File: config.mk
export PLATFORM = sky130hd
export DESIGN_NAME = rxsync_pulse_gen
export DESIGN_NICKNAME = d
export VERILOG_FILES = /design/src/rtl/rsp_pkg.sv /design/src/rtl/rsp_pulse_timer.sv /design/src/rtl/rsp_line_flag.sv /design/src/rtl/rxsync_pulse_gen.sv
export SDC_FILE = /design/constraint.sdc
export NUM_CORES = 1
export LEC_CHECK = 0
export ABC_AREA = 1
export ABC_CLOCK_PERIOD_IN_PS = 1040
export CAP_MARGIN = 20
export CORE_AREA = 2 2 39 41
export DETAILED_ROUTE_END_ITERATION = 8
export DIE_AREA = 0 0 41 43
export SYNTH_ARGS = -nofsm -noshare
export SYNTH_HDL_FRONTEND = slang
export SYNTH_SLANG_ARGS = --single-unit
File: constraint.sdc
create_clock -name clk -period 1.04 [get_ports clk]
set_input_delay 0.208 -clock clk [delete_from_list [all_inputs] [get_ports clk]]
set_output_delay 0.208 -clock clk [all_outputs]
set_load 0.01 [all_outputs]
File: src/rtl/rsp_pkg.sv
package rsp_pkg;
    typedef enum logic {
        LINE_SLOW = 1'b0,
        LINE_FAST = 1'b1
    } line_rate_e;

    typedef enum logic {
        OP_NETWORK = 1'b0,
        OP_MODEM   = 1'b1
    } op_mode_e;

    function automatic int unsigned max_ticks(input int unsigned a, input int unsigned b);
        return (a > b) ? a : b;
    endfunction
endpackage

File: src/rtl/rsp_pulse_timer.sv
module rsp_pulse_timer
    import rsp_pkg::*;
#(
    parameter int unsigned TICKS_FAST = 1,
    parameter int unsigned TICKS_SLOW = 2
) (
    input  logic clk,
    input  logic rst_n,
    input  logic run,
    input  logic bit_en,
    input  logic slot_stb,
    input  logic rate_sel,
    output logic pulse_next
);
    localparam int unsigned MAXT = max_ticks(TICKS_FAST, TICKS_SLOW);
    localparam int unsigned CW   = $clog2(MAXT + 1);
    localparam logic [CW-1:0] LEN_FAST = CW'(TICKS_FAST);
    localparam logic [CW-1:0] LEN_SLOW = CW'(TICKS_SLOW);

    typedef struct packed {
        logic [CW-1:0] remain;
    } timer_t;

    timer_t st_d, st_q;
    line_rate_e rate;

    assign rate = line_rate_e'(rate_sel);

    always_comb begin
        st_d = st_q;
        if (!run) begin
            st_d.remain = '0;
        end else if (bit_en && slot_stb) begin
            st_d.remain = (rate == LINE_FAST) ? LEN_FAST : LEN_SLOW;
        end else if (bit_en && st_q.remain != '0) begin
            st_d.remain = st_q.remain - 1'b1;
        end
    end

    assign pulse_next = (st_d.remain != '0);

    always_ff @(posedge clk) begin
        if (!rst_n) st_q <= '0;
        else        st_q <= st_d;
    end

    assert_len_bound_R6: assert property (@(posedge clk) disable iff (!rst_n)
        st_q.remain <= CW'(MAXT));
    assert_load_R11: assert property (@(posedge clk) disable iff (!rst_n)
        (run && bit_en && slot_stb) |=> (st_q.remain != '0));
    assert_clear_R8: assert property (@(posedge clk) disable iff (!rst_n)
        !run |=> (st_q.remain == '0));
    assert_hold_R7: assert property (@(posedge clk) disable iff (!rst_n)
        (run && !bit_en) |=> $stable(st_q.remain));
endmodule

File: src/rtl/rsp_line_flag.sv
module rsp_line_flag
    import rsp_pkg::*;
(
    input  logic clk,
    input  logic rst_n,
    input  logic mode_sel,
    input  logic lock_i,
    input  logic pulse_next,
    output logic line_o,
    output logic stat_o
);
    typedef struct packed {
        logic line;
        logic stat;
    } flag_t;

    flag_t fl_d, fl_q;
    op_mode_e mode;

    assign mode = op_mode_e'(mode_sel);

    always_comb begin
        fl_d = fl_q;
        if (mode == OP_MODEM) begin
            fl_d.line = 1'b0;
            fl_d.stat = 1'b0;
        end else if (!lock_i) begin
            fl_d.line = 1'b1;
            fl_d.stat = 1'b0;
        end else begin
            fl_d.line = pulse_next;
            fl_d.stat = 1'b1;
        end
    end

    always_ff @(posedge clk) begin
        if (!rst_n) fl_q <= '{line: 1'b1, stat: 1'b0};
        else        fl_q <= fl_d;
    end

    assign line_o = fl_q.line;
    assign stat_o = fl_q.stat;

    assert_modem_low_R9: assert property (@(posedge clk) disable iff (!rst_n)
        mode_sel |=> (!line_o && !stat_o));
    assert_unlock_high_R2: assert property (@(posedge clk) disable iff (!rst_n)
        (!mode_sel && !lock_i) |=> (line_o && !stat_o));
    assert_stat_R10: assert property (@(posedge clk) disable iff (!rst_n)
        (!mode_sel && lock_i) |=> stat_o);
endmodule

File: src/rtl/rxsync_pulse_gen.sv
module rxsync_pulse_gen
    import rsp_pkg::*;
#(
    parameter int unsigned TICKS_FAST = 1,
    parameter int unsigned TICKS_SLOW = 2
) (
    input  logic clk,
    input  logic rst_n,
    input  logic bit_en,
    input  logic rate_sel,
    input  logic mode_sel,
    input  logic lock_i,
    input  logic slot_stb,
    output logic sync_pulse_o,
    output logic sync_stat_o
);
    logic run;
    logic pulse_next;

    assign run = lock_i && (op_mode_e'(mode_sel) == OP_NETWORK);

    rsp_pulse_timer #(
        .TICKS_FAST(TICKS_FAST),
        .TICKS_SLOW(TICKS_SLOW)
    ) i_timer (
        .clk       (clk),
        .rst_n     (rst_n),
        .run       (run),
        .bit_en    (bit_en),
        .slot_stb  (slot_stb),
        .rate_sel  (rate_sel),
        .pulse_next(pulse_next)
    );

    rsp_line_flag i_flag (
        .clk       (clk),
        .rst_n     (rst_n),
        .mode_sel  (mode_sel),
        .lock_i    (lock_i),
        .pulse_next(pulse_next),
        .line_o    (sync_pulse_o),
        .stat_o    (sync_stat_o)
    );

    assert_rise_R4: assert property (@(posedge clk) disable iff (!rst_n)
        (run && bit_en && slot_stb) |=> sync_pulse_o);
    assert_untimed_R7: assert property (@(posedge clk) disable iff (!rst_n)
        (run && !bit_en && !sync_pulse_o) |=> !sync_pulse_o);
endmodule

Word-level counts from Yosys, hierarchy flattened --
Cells that the tools add are included.
Storage, ports and cells: register bits after elaboration 4, input bits 7, output and inout port bits 2, logic and storage cells 18
Cells by class: add/subtract/negate cells 1, muxes and demuxes 6, bitwise gates (word level) 2, reductions and logical operators 6
Operators by type and width (count):
- $mux 2 | 6
- $reduce_bool 2->1 | 2
- $logic_and 1x1->1 | 3
- $not 1->1 | 2
- $reduce_or 2->1 | 1
- $sub 2x1->2 const B | 1

Logic depth before layout (Yosys ltp) --
Gate-level depths: netlist (run 1).
depth after elaboration 8, depth in mapped cells 10, depth with buffers taken out 10

Cells and area by module --
A second synthesis (run 1) with hierarchy kept.
Unflattened totals: cells, all modules 34, area, all modules 220.2 um^2
By module, submodules not included:
- rsp_pulse_timer | instances 1, cells an instance 23, area each 143.9 um^2, seq. area each 40.0 um^2
- rsp_line_flag | instances 1, cells an instance 9, area each 66.3 um^2, seq. area each 40.0 um^2
- rxsync_pulse_gen | instances 1, cells an instance 2, area each 10.0 um^2, seq. area each 0.0 um^2

Least setup slack after synthesis (run 1) --
OpenSTA, ideal clock, no wires.
path kind flip-flop to flip-flop, from register i_timer.st_q[0] in the netlist's numbering, to register i_flag.fl_q, in the netlist i_flag.line_o, data arrival time 1.000 ns, setup slack -0.072 ns, stages on the path, launching flop included 11, path buffers 0, cells stage by stage dfxtp_1 -> inv_1 -> ha_1 -> inv_1 -> nand3_1 -> nand2_1 -> nor2_1 -> nor2_2 -> nand2_1 -> nand2_1 -> nand2_1
On the way: cells in the longest elaborated chain, start to end 8, elaborated cells on any way between the ends 9
RTL lines:
- from (decl) | line rsp_pulse_timer.sv:24 | timer_t st_d, st_q;
- from (signal assigned) | line rsp_pulse_timer.sv:44 | else st_q <= st_d;
- parallel branches: the longest is 2 deep, another holds $sub 2x1->2
- $mux 2 * | line rsp_pulse_timer.sv:35 | end else if (bit_en && st_q.remain != '0) begin
- $mux 2 * | line rsp_pulse_timer.sv:33 | end else if (bit_en && slot_stb) begin
- $mux 2 * | line rsp_pulse_timer.sv:31 | if (!run) begin
- $reduce_bool 2->1 * | line rsp_pulse_timer.sv:40 | assign pulse_next = (st_d.remain != '0);
- $mux 2 * | line rsp_line_flag.sv:27 | end else if (!lock_i) begin
- $mux 2 * | line rsp_line_flag.sv:24 | if (mode == OP_MODEM) begin
- to (signal assigned) | line rsp_line_flag.sv:37 | if (!rst_n) fl_q <= '{line: 1'b1, stat: 1'b0};
- to (signal assigned) | line rsp_line_flag.sv:38 | else fl_q <= fl_d;
- to (decl) | line rsp_line_flag.sv:17 | flag_t fl_d, fl_q;
Mark *: on every way between the ends. A chain may end at the register's enable or synchronous reset.

Final worst setup path (run 1) --
from register i_timer.st_q[1] in the netlist's numbering, to register i_flag.fl_q, in the netlist i_flag.line_o
Same word-level chain as after synthesis.

==> run_results.csv, run 1 <==
group,metric,value,unit
final_layout,drive_gt1_frac,0.395,
route,postRouteAntennaNets,0,
synth,ys.flop_type,"dfxtp_1",
critical_path,path_class,"reg2reg",
clock_network,clock_latency,0.23,ns
critical_path,required,1.16,ns
timing,layout_setup_ws,-0.0742,ns
critical_path,r2r_slack,-0.07,ns
synth,yosysMostFrequentCell,"inv_1",
clock_network,hold_buffers,0,
critical_path,r2r_start,"i_timer.st_q[1]",
clock_network,clk_pin_slew,0.04,ns
timing,fin_crit,1.11,ns
synth,syn_area_per_cell,6.62,um^2
die,pin_count,9,
clock_network,clockBufferDepth,2,
clock_network,cts-root-buf,"clkbuf_4",
synth,synth_top_cells_by_area,"dfxtp_1, inv_1, nand2_1, nand3_1, nor2_1",
synth,synth-warning-count,0,
timing,grt_setup_unrepaired,"yes",
die,die_w,41,um
critical_path,cp_data_arrival_time,1.24,ns
route,drt-vias-per-instance,3.58,
synth,ys_seq_area_frac,0.390,
clock_network,cts_buffers,3,
synth,synth_edf_count,0,
timing,clock_skew,0.00118,ns
critical_path,endpoint,"i_flag.line_o",
critical_path,startpoint_type,"flop",
power,power_density,1130,nW/um^2
critical_path,startpoint,"i_timer.st_q[1]",
timing,finalCritPeriodShare,1.07,
grt,antenna_found_initial,0,
synth,async_flop_share,0,
grt,grt_pass1_vias,192,
grt,grt_max_degree,6,
timing,worstMarginPinSlew,0.216,ns
final_layout,final_core_util,0.265,
critical_path,crit_fanout,2,
die,core.rowCount,14,
grt,grt_usage,0.0563,
place,dp_hpwl,303,um
timing,setup_viol,1,
synth,ys_ff_latch,4,
route,remaining_drc_errors,0,
job,maxCapViolCount,0,
final_layout,n_antenna_cell,0,
grt,grt_pass1_wl,662,um
status,status,"finished, violations left",
final_layout,syn_to_final_growth,78.7,%
route,vias,211,
place,gp_congestion,0.675,
synth,synthCells,31,
timing,timing.fmax,0.897,GHz
synth,syn_area,205,um^2
die,start_util,0.148,
worst_hold_path,min-delay-path-class,"in2reg",
place,port_buffers,8,
grt,globalRouteOverflowTotal,0,
power,leakage,0.174,nW
critical_path,cp-end-kind,"flop",
synth,synth.distinct_cells,10,
critical_path,r2r-end,"i_flag.line_o",
final_layout,finalNonFillerCells,59,
route,drtIter0Drc,1,
route,drt-wirelength-per-cell,6.14,um
place,placedCellCount,56,
die,fp.dieH,43,um
route,routed_wl,362,um
power,irDropWorstVdd,0.000924,V
die,core_area,1380,um^2
clock_network,cts_tree,"yes",
synth,synthTopCellsByCount,"inv_1, nand2_1, dfxtp_1, nand3_1, nor2_1",
clock_network,clock-sinks,4,
final_layout,fillers,160,
final_layout,finalNetCount,53,
route,drtPass1Iterations,2,
status,violations,"negative setup slack",
timing,final-hold-violation-count,0,
timing,slew_headroom,0.856,
synth,syn-num-nets,39,
synth,synth_largest_area_cell,"dfxtp_1",
critical_path,rr_worst_depth,9,
timing,slew_viol_final,0,
die,dieArea,1760,um^2
synth,synth_top_area_frac,0.390,
clock_network,htreeDepth,1,
-- metal layers --
layer	vias to the layer above	track usage	wire, um
met5	-	0	0
met4	0	0.0200	0
met3	0	0.0471	50
met2	9	0.0750	152
met1	85	0.0645	159
li1	117	-	-
-- state kept, by name, indices dropped and copies added (netlist names) --
signal	count
i_flag.stat_o	1
i_timer.st_q	2
i_flag.line_o	1
-- kinds of logic (layout without fill, tap and decap cells) --
logic type,count (synthesis),count (layout),synth area share
DFF,4,4,0.390
adders and majority gates,1,1,0.0610
buffers and inverters,8,20,0.146
AOI/OAI and AO/OA,1,1,0.0244
and+or+nand+nor,17,17,0.378
-- area by class of cell --
type                    count  area [um^2]  area share
multi-input cells          19          125       0.341
repair buffers              9         83.8       0.229
flip-flops and latches      4         82.6       0.225
inverters                   8         32.5      0.0887
clock buffers               3         22.5      0.0614
well taps                  16         20.0      0.0546
-- timing repair --
action | 4_1_cts | 5_1_grt
buffers inserted | 0 | 0
setup endpoints to repair | 3 | 3
resized for setup | 3 | 2
pin swaps | 1 | 5
-- cells in the final DEF (no fill, tap or decap), drive strengths merged --
master         count
inv                8
nand3              4
clkdlybuf4s50      5
buf                1
ha                 1
nor2               5
nor3b              1
clkbuf             3
a21oi              1
dlygate4sd2        3
dfxtp              4
nand2              7
-- metrics by stage --
| stage | worst slack (ns) | setup TNS, ns | cell area (um^2) | hold WS, ns | total power, mW |
|---|---|---|---|---|---|
| 3_5_place_dp | -0.336 | -0.772 | 340 | 0.635 | 0.234 |
| 4_1_cts | -0.0808 | -0.0808 | 359 | 0.470 | 0.428 |
| 2_1_floorplan | -0.0253 | -0.0253 | 233 | 0.270 | 0.196 |
| 5_1_grt | -0.199 | -0.295 | 367 | 0.528 | 0.441 |
| 6_report | -0.0742 | -0.0742 | 367 | 0.487 | 0.414 |
| 3_3_place_gp | -0.316 | -0.740 | 340 | 0.631 | 0.234 |
-- where the power goes --
part           internal [mW]  total, mW  switching (mW)  leakage [nW]
Sequential             0.160      0.162         0.00158        0.0338
Combinational         0.0375     0.0660          0.0285         0.127
Clock                  0.129      0.186          0.0577        0.0138
Total                  0.326      0.414          0.0877         0.174
-- worst max-delay path, stage by stage, from the launching register on --
cell and delay [ns]:
dfxtp_2 0.32, inv_2 0.04, ha_4 0.25, inv_2 0.03
nand3_2 0.05, nand3_2 0.07, nor2_1 0.10, nand2_1 0.05
nand2_1 0.05, nand2_1 0.04
-- worst min path at each step --
| stage | startpoint | endpoint | slack (ns) | cells past startpoint |
|---|---|---|---|---|
| finish | rst_n | i_flag.line_o | 0.49 | 2 |
| CTS | rst_n | i_flag.line_o | 0.47 | 2 |
| floorplan | rst_n | i_flag.line_o | 0.27 | 1 |
| detailed placement | i_timer.st_q[1] | i_timer.st_q[1] | 0.63 | 3 |
| global placement | i_timer.st_q[1] | i_timer.st_q[1] | 0.63 | 3 |
| global route | rst_n | i_flag.line_o | 0.53 | 2 |
(Power assumes the default switching activity.)
==> run 2: changes to the inputs <==
- SKIP_LAST_GASP: unset -> 1
==> results of run 2 <==
Final layout, timing and power as in run 1 (identical DEF).
